===== src/rtl/pid_pkg.sv =====
package pid_pkg;
  localparam int unsigned PID_NMIN = 2;

  function automatic logic [31:0] pid_clamp(input logic [31:0] n);
    pid_clamp = (n < PID_NMIN) ? PID_NMIN : n;
  endfunction
endpackage


===== src/rtl/pid_rst_sync.sv =====
module pid_rst_sync (
  input  logic clk,
  input  logic rst_n,
  output logic rst_sync_n
);
  logic s1_q, s2_q;

  always_ff @(posedge clk or negedge rst_n) begin
    if (!rst_n) begin
      s1_q <= 1'b0;
      s2_q <= 1'b0;
    end else begin
      s1_q <= 1'b1;
      s2_q <= s1_q;
    end
  end

  assign rst_sync_n = s2_q;
endmodule


===== src/rtl/pid_cmd_flag.sv =====
module pid_cmd_flag (
  input  logic clk,
  input  logic rst_n,
  input  logic cmd_i,
  input  logic slot_i,
  output logic pend_o
);
  logic pend_q, hold_q;
  logic pend_d, hold_d;
  logic take;

  assign take = slot_i & pend_q;

  always_comb begin
    pend_d = pend_q;
    hold_d = hold_q;
    if (take) begin
      pend_d = hold_q | cmd_i;
      hold_d = hold_q & cmd_i;
    end else if (cmd_i) begin
      if (!pend_q) pend_d = 1'b1;
      else         hold_d = 1'b1;
    end
  end

  always_ff @(posedge clk or negedge rst_n) begin
    if (!rst_n) begin
      pend_q <= 1'b0;
      hold_q <= 1'b0;
    end else begin
      pend_q <= pend_d;
      hold_q <= hold_d;
    end
  end

  assign pend_o = pend_q;


  hold_needs_pend_chk: assert property (@(posedge clk) disable iff (!rst_n)
    hold_q |-> pend_q);


  take_clears_chk: assert property (@(posedge clk) disable iff (!rst_n)
    (take && !hold_q && !cmd_i) |=> !pend_q);
endmodule


===== src/rtl/pid_divider.sv =====
module pid_divider #(
  parameter int NW     = 16,
  parameter int N_INIT = 8
) (
  input  logic          clk,
  input  logic          rst_n,
  input  logic          pulse_i,
  input  logic [NW-1:0] ratio_i,
  output logic          out_o
);
  import pid_pkg::*;

  localparam logic [NW-1:0] NRST = NW'(pid_clamp(32'(N_INIT)));

  logic [NW-1:0] cnt_q, cnt_d;
  logic [NW-1:0] nuse_q, nuse_d;
  logic          out_q, out_d;
  logic          wrap;
  logic [31:0]   ratio_ext;

  assign ratio_ext = 32'(ratio_i);
  assign wrap      = pulse_i && (cnt_q == nuse_q - 1'b1);

  always_comb begin
    cnt_d  = cnt_q;
    nuse_d = nuse_q;
    out_d  = out_q;
    if (pulse_i) begin
      if (wrap) begin
        cnt_d  = '0;
        out_d  = ~out_q;
        nuse_d = NW'(pid_clamp(ratio_ext));
      end else begin
        cnt_d = cnt_q + 1'b1;
      end
    end
  end

  always_ff @(posedge clk or negedge rst_n) begin
    if (!rst_n) begin
      cnt_q  <= '0;
      nuse_q <= NRST;
      out_q  <= 1'b0;
    end else begin
      cnt_q  <= cnt_d;
      nuse_q <= nuse_d;
      out_q  <= out_d;
    end
  end

  assign out_o = out_q;


  cnt_range_chk: assert property (@(posedge clk) disable iff (!rst_n)
    cnt_q < nuse_q);


  ratio_min_chk: assert property (@(posedge clk) disable iff (!rst_n)
    nuse_q >= NW'(PID_NMIN));


  ratio_hold_chk: assert property (@(posedge clk) disable iff (!rst_n)
    !wrap |=> $stable(nuse_q));


  out_on_pulse_chk: assert property (@(posedge clk) disable iff (!rst_n)
    !pulse_i |=> $stable(out_q));
endmodule


===== src/rtl/pid_nco.sv =====
module pid_nco #(
  parameter int NW     = 16,
  parameter int N_INIT = 8
) (
  input  logic          clk,
  input  logic          rst_n,
  input  logic          adv_i,
  input  logic          ret_i,
  input  logic [NW-1:0] ratio_i,
  output logic          out_o
);
  logic rst_sync_n;
  logic ph_q, ph_d;
  logic adv_pend, ret_pend;
  logic pulse;

  pid_rst_sync u_rst (
    .clk        (clk),
    .rst_n      (rst_n),
    .rst_sync_n (rst_sync_n)
  );

  assign ph_d = ~ph_q;

  always_ff @(posedge clk or negedge rst_sync_n) begin
    if (!rst_sync_n) ph_q <= 1'b0;
    else             ph_q <= ph_d;
  end

  pid_cmd_flag u_adv (
    .clk    (clk),
    .rst_n  (rst_sync_n),
    .cmd_i  (adv_i),
    .slot_i (~ph_q),
    .pend_o (adv_pend)
  );

  pid_cmd_flag u_ret (
    .clk    (clk),
    .rst_n  (rst_sync_n),
    .cmd_i  (ret_i),
    .slot_i (ph_q),
    .pend_o (ret_pend)
  );

  always_comb begin
    if (ph_q) pulse = ~ret_pend;
    else      pulse = adv_pend;
  end

  pid_divider #(.NW(NW), .N_INIT(N_INIT)) u_div (
    .clk     (clk),
    .rst_n   (rst_sync_n),
    .pulse_i (pulse),
    .ratio_i (ratio_i),
    .out_o   (out_o)
  );


  phase_alt_chk: assert property (@(posedge clk) disable iff (!rst_sync_n)
    ph_q |=> !ph_q);


  reset_out_chk: assert property (@(posedge clk)
    !rst_sync_n |-> !out_o);
endmodule


===== config.mk =====
export PLATFORM = sky130hd
export DESIGN_NAME = pid_nco
export DESIGN_NICKNAME = d
export VERILOG_FILES = /design/src/rtl/pid_pkg.sv /design/src/rtl/pid_rst_sync.sv /design/src/rtl/pid_cmd_flag.sv /design/src/rtl/pid_divider.sv /design/src/rtl/pid_nco.sv
export SDC_FILE = /design/constraint.sdc
export NUM_CORES = 1
export LEC_CHECK = 0
export BUFFER_PORTS_ARGS = -buffer_cell sky130_fd_sc_hd__buf_4
export CAP_MARGIN = 20
export CORE_MARGIN = 1.5
export CORE_UTILIZATION = 35
export DETAILED_ROUTE_END_ITERATION = 10
export SYNTH_ARGS = -nofsm -noshare
export SYNTH_HDL_FRONTEND = slang
export SYNTH_HIERARCHICAL = 1
export SYNTH_SLANG_ARGS = --single-unit

===== constraint.sdc =====
create_clock -name clk -period 1.43 [get_ports clk]
set_input_delay 0.143 -clock clk [delete_from_list [all_inputs] [get_ports clk]]
set_output_delay 0.143 -clock clk [all_outputs]
set_load 0.01 [all_outputs]

==> results of run 1 <==
cell families (layout without fill, tap and decap cells):
group | Yosys count | in the layout | synth area share
XOR/XNOR | 35 | 35 | 0.1330
AND/OR/NAND/NOR | 88 | 88 | 0.2079
flip-flops | 40 | 40 | 0.4349
AO/OA/AOI/OAI | 21 | 21 | 0.07112
buffers and inverters | 14 | 95 | 0.04289
multiplexers | 17 | 17 | 0.09772
other | 1 | 1 | 0.001627
adder cells (fa/ha/maj) | 2 | 2 | 0.01086
worst min path at each step:
stage               slack [ps]  startpoint               end  cells after the start
floorplan                 -150       rst_n  u_rst/rst_sync_n                      0
global placement           -70       rst_n        u_rst/s1_q                      1
detailed placement         -70       rst_n        u_rst/s1_q                      1
CTS                         20       adv_i      u_adv/pend_o                      2
global route                20       ret_i      u_ret/pend_o                      2
finish                      40       adv_i      u_adv/pend_o                      2
layer usage:
metal	wire, um	vias to the layer above	global-route usage
met5	0	-	0
met4	61	0	0.04322
met3	178	6	0.03245
met2	2486	34	0.2495
met1	2690	896	0.2149
li1	-	922	-
repair_timing:
item | CTS | global route
setup buffers | 3 | 1
resized for setup | 5 | 10
hold buffers | 1 | 0
setup endpoints to repair | 33 | 33
hold endpoints to repair | 2 | 0
cloned | 1 | 1
pin swaps | 0 | 2
power by group:
| part | internal [W] | leakage, nW | switching (W) |
|---|---|---|---|
| Clock | 0.000340 | 0.0479 | 0.000410 |
| Combinational | 0.000438 | 0.931 | 0.000343 |
| Sequential | 0.00124 | 0.509 | 0.0000825 |
| Total | 0.00202 | 1.49 | 0.000836 |
area by class of cell:
cell class	instances	share of cell area
clock buffer	5	0.02165
clock inverter	3	0.005906
inverter	6	0.007087
multi-input combinational	164	0.4000
sequential	40	0.3154
tap	77	0.03031
timing repair buffer	81	0.2197
stage by stage:
stage / utilization / setup slack, ps
after CTS: 0.4873 / -1115
after detailed placement: 0.4605 / -1133
after global placement: 0.4605 / -1087
final: 0.5005 / -1169
after floorplan: - / -1082
after global routing: 0.5005 / -1255
critical path, delay by kind of cell, from the launching register on:
family,cells,cell delay [ps]
buffers and inverters,2,280
adders and majority gates,1,120
DFF,1,420
muxes,1,300
AOI/OAI and AO/OA,1,150
and+or+nand+nor,4,1230
cells in the mapped netlist (all sizes together) (3+ instances only):
library cell,n,area (um2)
a211oi,3,27.52
a21o,3,22.52
a21oi,3,15.01
buf,5,65.06
clkbuf,3,11.26
dfrtp,39,975.9
inv,6,22.52
mux2,14,195.2
mux2i,3,30.03
nand2,14,52.55
nand2b,7,43.79
nand3,3,15.01
nand4,6,37.54
nor2,27,101.4
nor3,6,35.03
nor4,8,50.05
xnor2,16,140.1
xor2,19,166.4
==> results.md, run 1 <==
* Root Buffer: clkbuf_8
* Synth warnings at 6
* Cell Pwr Density at 899.2 nW/um2
* Critical Path Slowest Stage Cell: or4b_4
* Max_cap viols at 0
* Min-Delay Path Class: input port to flop
* Critical R2R Launch: u_div/nuse_q[0]
* Critical path origin: u_div/nuse_q[0]
* Drt total wl at 5417 um
* ANT nets after route at 0
* Clock buffer depth at 2
* Area Growth Syn to Fin at 37.89%
* Worst Clk Skew at 7.652 ps
* Tcrit/Tclk final at 1.817
* Overall power at 0.002858 W
* CP max stage delay at 510 ps
* Die X at 84.15 um
* I/O pin total at 21
* Dpl hpwl at 3839 um
* Peak Freq at 0.3848 GHz
* Reg2Reg Depth at 9
* Ant. Diodes at 0
* Latest clock arrival within the worst-skew pair at 290 ps
* Sequential-to-total area share from yosys stat at 0.4349
* Max-slew violations at 0
* Post-Syn Area at 2305 um2
* Period minus WS final at 2599 ps
* DR pass1 iterations at 4
* Setup WS post-layout at -1169 ps
* Unrepaired setup endpoints after global routing: yes
* Setup TNS at -36,580 ps
* Vias in the first global route at 1,905
* EDFF count, synth at 0
* Share of cells above drive strength 1 at 0.3980
* Post-synth top flop: dfrtp_1
* Row cnt at 29
* Largest net degree at the start of global routing at 39
* CP required at 1610 ps
* Routability cong. at 0.8091
* Placed inst area at 2924 um2
* Seq cells post-synth at 40
* CP startpoint kind: flop
* Setup Viol. Count Final at 33
* DR vias/cell at 4.941
* Commonest cells after routing, fill and taps aside: 73 x buf_4, 39 x dfrtp_1, 27 x nor2_1
* Status: finished, violations left
* Largest registers: u_div/cnt_q: 16 flops, u_div/nuse_q: 16 flops
* Avg Cell Area, Syn at 10.57 um2
* Dpl cells at 361
* Net count after synthesis at 240
* Crit. End Element: flop
* Iter 0 DRT Violations at 70
* Fin cells at 376
* Arrival time at the worst endpoint at 2780 ps
* Initial Util at 0.3630
* CTS tree: built
* Sequential standard cell area at 1002 um2
* Gr ovfl total at 0
* Core box area at 6350 um2
* Reg2reg setup slack at -1170 ps
* First-pass GRT wire length at 8832 um
* Fraction of registers with async set/reset at 1.000
* TritonCTS Buffers at 5
* Nets at 320
* Worst setup path endpoint: u_div/nuse_q[7]
* VDD IR max at 480.2 uV
* Worst hold slack at 35.63 ps
* Worst setup path category: flop to flop
* Fin area at 3178 um2
* Multi-input gate area at 1271 um2
* Clk sinks at 40
* Die Ht at 84.15 um
* Reg clk slew, reported paths at 80 ps
* Most common cell after layout, fill and taps aside: buf_4
* Cell Chain, Critical Path: inv_2 -> ha_4 -> or4b_4 -> nor4_2 -> nand3b_1 -> a22oi_1 -> and4b_2 -> clkbuf_16 -> mux2_4
* Number of port buffers at 20
* Hold Fails Final Rpt at 0
* Yosys cell types at 48
* Capturing point of the worst reg2reg path: u_div/nuse_q[7]
* Die area at 7080 um2
* Worst-path fanout max at 7
* Tot GR Track Use at 0.1558
* Static leakage at 1.488 nW
* Fill count at 576
* Mapped Cells at 218
* Drt wl/cell at 14.41 um
* Via Count at 1,858
* Remaining DRCs at 0
* Initial antenna violation count at 0
* Failing checks: setup timing
* H-tree depth at 2
Power figures use the tool's default switching activity.
==> inputs of run 2 (changes only) <==
Settings changed: GPL_ROUTABILITY_DRIVEN set to 0, GPL_TIMING_DRIVEN set to 0.
==> run 2 against run 1 <==
  * The run still ends with setup timing left
  * Sequential power grew 5%
  * Register-to-register slack improved by 30 ps
  * Clock-buffer cell count increased by 2
  * Global-route usage down 0.87 points
==> results.md, run 2 (same netlist as run 1, synthesis figures left out) <==
* Status: finished, violations left
* Failing checks: setup timing
* Setup WS post-layout at -1141 ps (+27.34 ps)
* Max-slew headroom at 0.4404
* Setup Viol. Count Final at 33 (unchanged)
* Placed inst area at 2571 um2 (-12%)
* ANT nets after route at 0 (unchanged)
* Worst path bufs/invs at 3 (+1)
* Clk sinks at 40 (unchanged)
* Iter 0 DRT Violations at 61 (-13%)
* Initial Util at 0.3630 (unchanged)
* Remaining DRCs at 0 (unchanged)
* Worst-path fanout max at 10 (+3)
* Setup TNS at -36,030 ps (+550.9 ps)
* Die area at 7080 um2 (unchanged)
* Fin area at 2945 um2 (-7.3%)
* DR pass1 iterations at 4 (unchanged)
* CP required at 1610 ps (about the same)
* Critical Path Slowest Stage Cell: or4b_4
* Ant. Diodes at 0 (unchanged)
* Max_cap viols at 0 (unchanged)
* CP max stage delay at 520 ps (about the same)
* Cell family with most CP delay: simple AND/OR/NAND/NOR gates
* CTS tree: built
* Hold Fails Final Rpt at 0 (unchanged)
* Via Count at 1,668 (-10%)
* Row cnt at 29 (unchanged)
* Tcrit/Tclk final at 1.798 (-0.01912)
* Peak Freq at 0.3889 GHz (+1.1%)
* Pre-CTS WS at -1301 ps (-167.5 ps)
* Number of port buffers at 20 (unchanged)
* Arrival time at the worst endpoint at 2750 ps (-30 ps)
* Die Ht at 84.15 um (unchanged)
* Drt wl/cell at 14.48 um (+0.52%)
* Root Buffer: clkbuf_8
* Cell Pwr Density at 921.3 nW/um2 (+2.4%)
* Vias in the first global route at 1,693 (-11%)
* Fin cells at 338 (-10%)
* VDD IR max at 547.7 uV (+14%)
* Die X at 84.15 um (unchanged)
* Worst Clk Skew at 11.15 ps (+3.496 ps)
* Static leakage at 1.281 nW (-14%)
* Most common cell after layout, fill and taps aside: dfrtp_1
* I/O pin total at 21 (unchanged)
* Area Growth Syn to Fin at 27.80%
* Nets at 282 (-12%)
* TritonCTS Buffers at 5 (unchanged)
* First-pass GRT wire length at 8142 um (-7.8%)
* Worst Tran Pin Value at 839.4 ps
* Commonest cells after routing, fill and taps aside: 35 x dfrtp_1, 28 x buf_4, 25 x nor2_1
* Core box area at 6350 um2 (unchanged)
* Latest clock arrival within the worst-skew pair at 300 ps (about the same)
* Reg clk slew, reported paths at 80 ps (about the same)
* Max-slew violations at 0 (unchanged)
* Dpl cells at 315 (-13%)
* Largest registers: u_div/cnt_q: 16 flops, u_div/nuse_q: 16 flops
* Largest net degree at the start of global routing at 39 (unchanged)
* Cell Chain, Critical Path: inv_2 -> ha_4 -> or4b_4 -> nor3_4 -> nand3_1 -> a221oi_2 -> and4b_1 -> buf_6 -> buf_12 -> mux2_4
* Crit. End Element: flop
* Share of cells above drive strength 1 at 0.3295 (-0.06849)
* Fill count at 597 (+3.6%)
* Clock buffer depth at 2 (unchanged)
* Period minus WS final at 2571 ps (-27.34 ps)
* DR vias/cell at 4.935 (-0.13%)
* Drt total wl at 4895 um (-9.6%)
* Initial antenna violation count at 0 (unchanged)
* Gr ovfl total at 0 (unchanged)
* Tot GR Track Use at 0.1471 (-0.008682)
* Min-Delay Path Class: input port to flop
* Unrepaired setup endpoints after global routing: yes
* Dpl hpwl at 3227 um (-16%)
* Worst setup path category: flop to flop
* CP startpoint kind: flop
* H-tree depth at 2 (unchanged)
==> run 2: cell type report <==
type,instances,area (um2),area share
buffer,8,88.84,0.03016
clock buffer,7,86.33,0.02931
clock inverter,1,7.507,0.002549
inverter,6,22.52,0.007647
multi-input combinational,164,1306,0.4435
sequential,40,1007,0.3420
tap,77,96.34,0.03271
timing repair buffer,35,330.3,0.1121
==> run 2: path summary, 6_finish.rpt <==
path | startpoint | to | slack (ps) | cells past startpoint
worst max-delay path | u_div/nuse_q[1] | u_div/nuse_q[2] | -1140 | 10
worst min-delay path | adv_i | u_adv/pend_o | 30 | 2
worst max register to register | u_div/nuse_q[1] | u_div/nuse_q[2] | -1140 | 10
worst min register to register | u_rst/s1_q | u_rst/rst_sync_n | 350 | 0
max in group asynchronous | u_rst/rst_sync_n | u_div/nuse_q[5] | 460 | 0
min in group asynchronous | rst_n | u_rst/rst_sync_n | 150 | 2
==> run 2: report_power, final <==
group / switching (W) / internal [W]
Sequential: 0.000156 / 0.00124
Combinational: 0.000226 / 0.000289
Clock: 0.000407 / 0.000392
==> run 2: stage by stage <==
| step | power [W] | hold WS (ps) | utilization |
|---|---|---|---|
| final | 0.002713 | 30.25 | 0.4638 |
| after global routing | 0.002880 | 33.74 | 0.4638 |
| after CTS | 0.002746 | 22.62 | 0.4569 |
| after detailed placement | 0.001903 | -72.08 | 0.4049 |
| after global placement | 0.001891 | -74.12 | 0.4047 |
| after floorplan | 0.001767 | -152.6 | - |
==> run 2: timing repair <==
| action | 4_1_cts | 5_1_grt |
|---|---|---|
| hold endpoints to repair | 2 | 0 |
| hold buffers | 1 | 0 |
| buffers inserted | 10 | 3 |
| endpoints found under the setup margin | 33 | 33 |
| cloned | 1 | 0 |
| pin swaps | 4 | 3 |
| resized for setup | 22 | 5 |
==> run 2: worst register-to-register path, cell delays in order (launching register included) <==
cell	delay, ps
dfrtp_1	400
inv_2	90
ha_4	140
or4b_4	520
nor3_4	160
nand3_1	100
a221oi_2	240
and4b_1	240
buf_6	140
buf_12	150
mux2_4	300
==> run 2: metal layers <==
| layer | global-route usage | part of all wire | vias up |
|---|---|---|---|
| met1 | 0.2036 | 0.51 | 791 |
| met4 | 0.05812 | 0.012 | 0 |
| li1 | - | - | 842 |
| met5 | 0 | 0 | - |
| met2 | 0.2204 | 0.44 | 30 |
| met3 | 0.03835 | 0.039 | 5 |
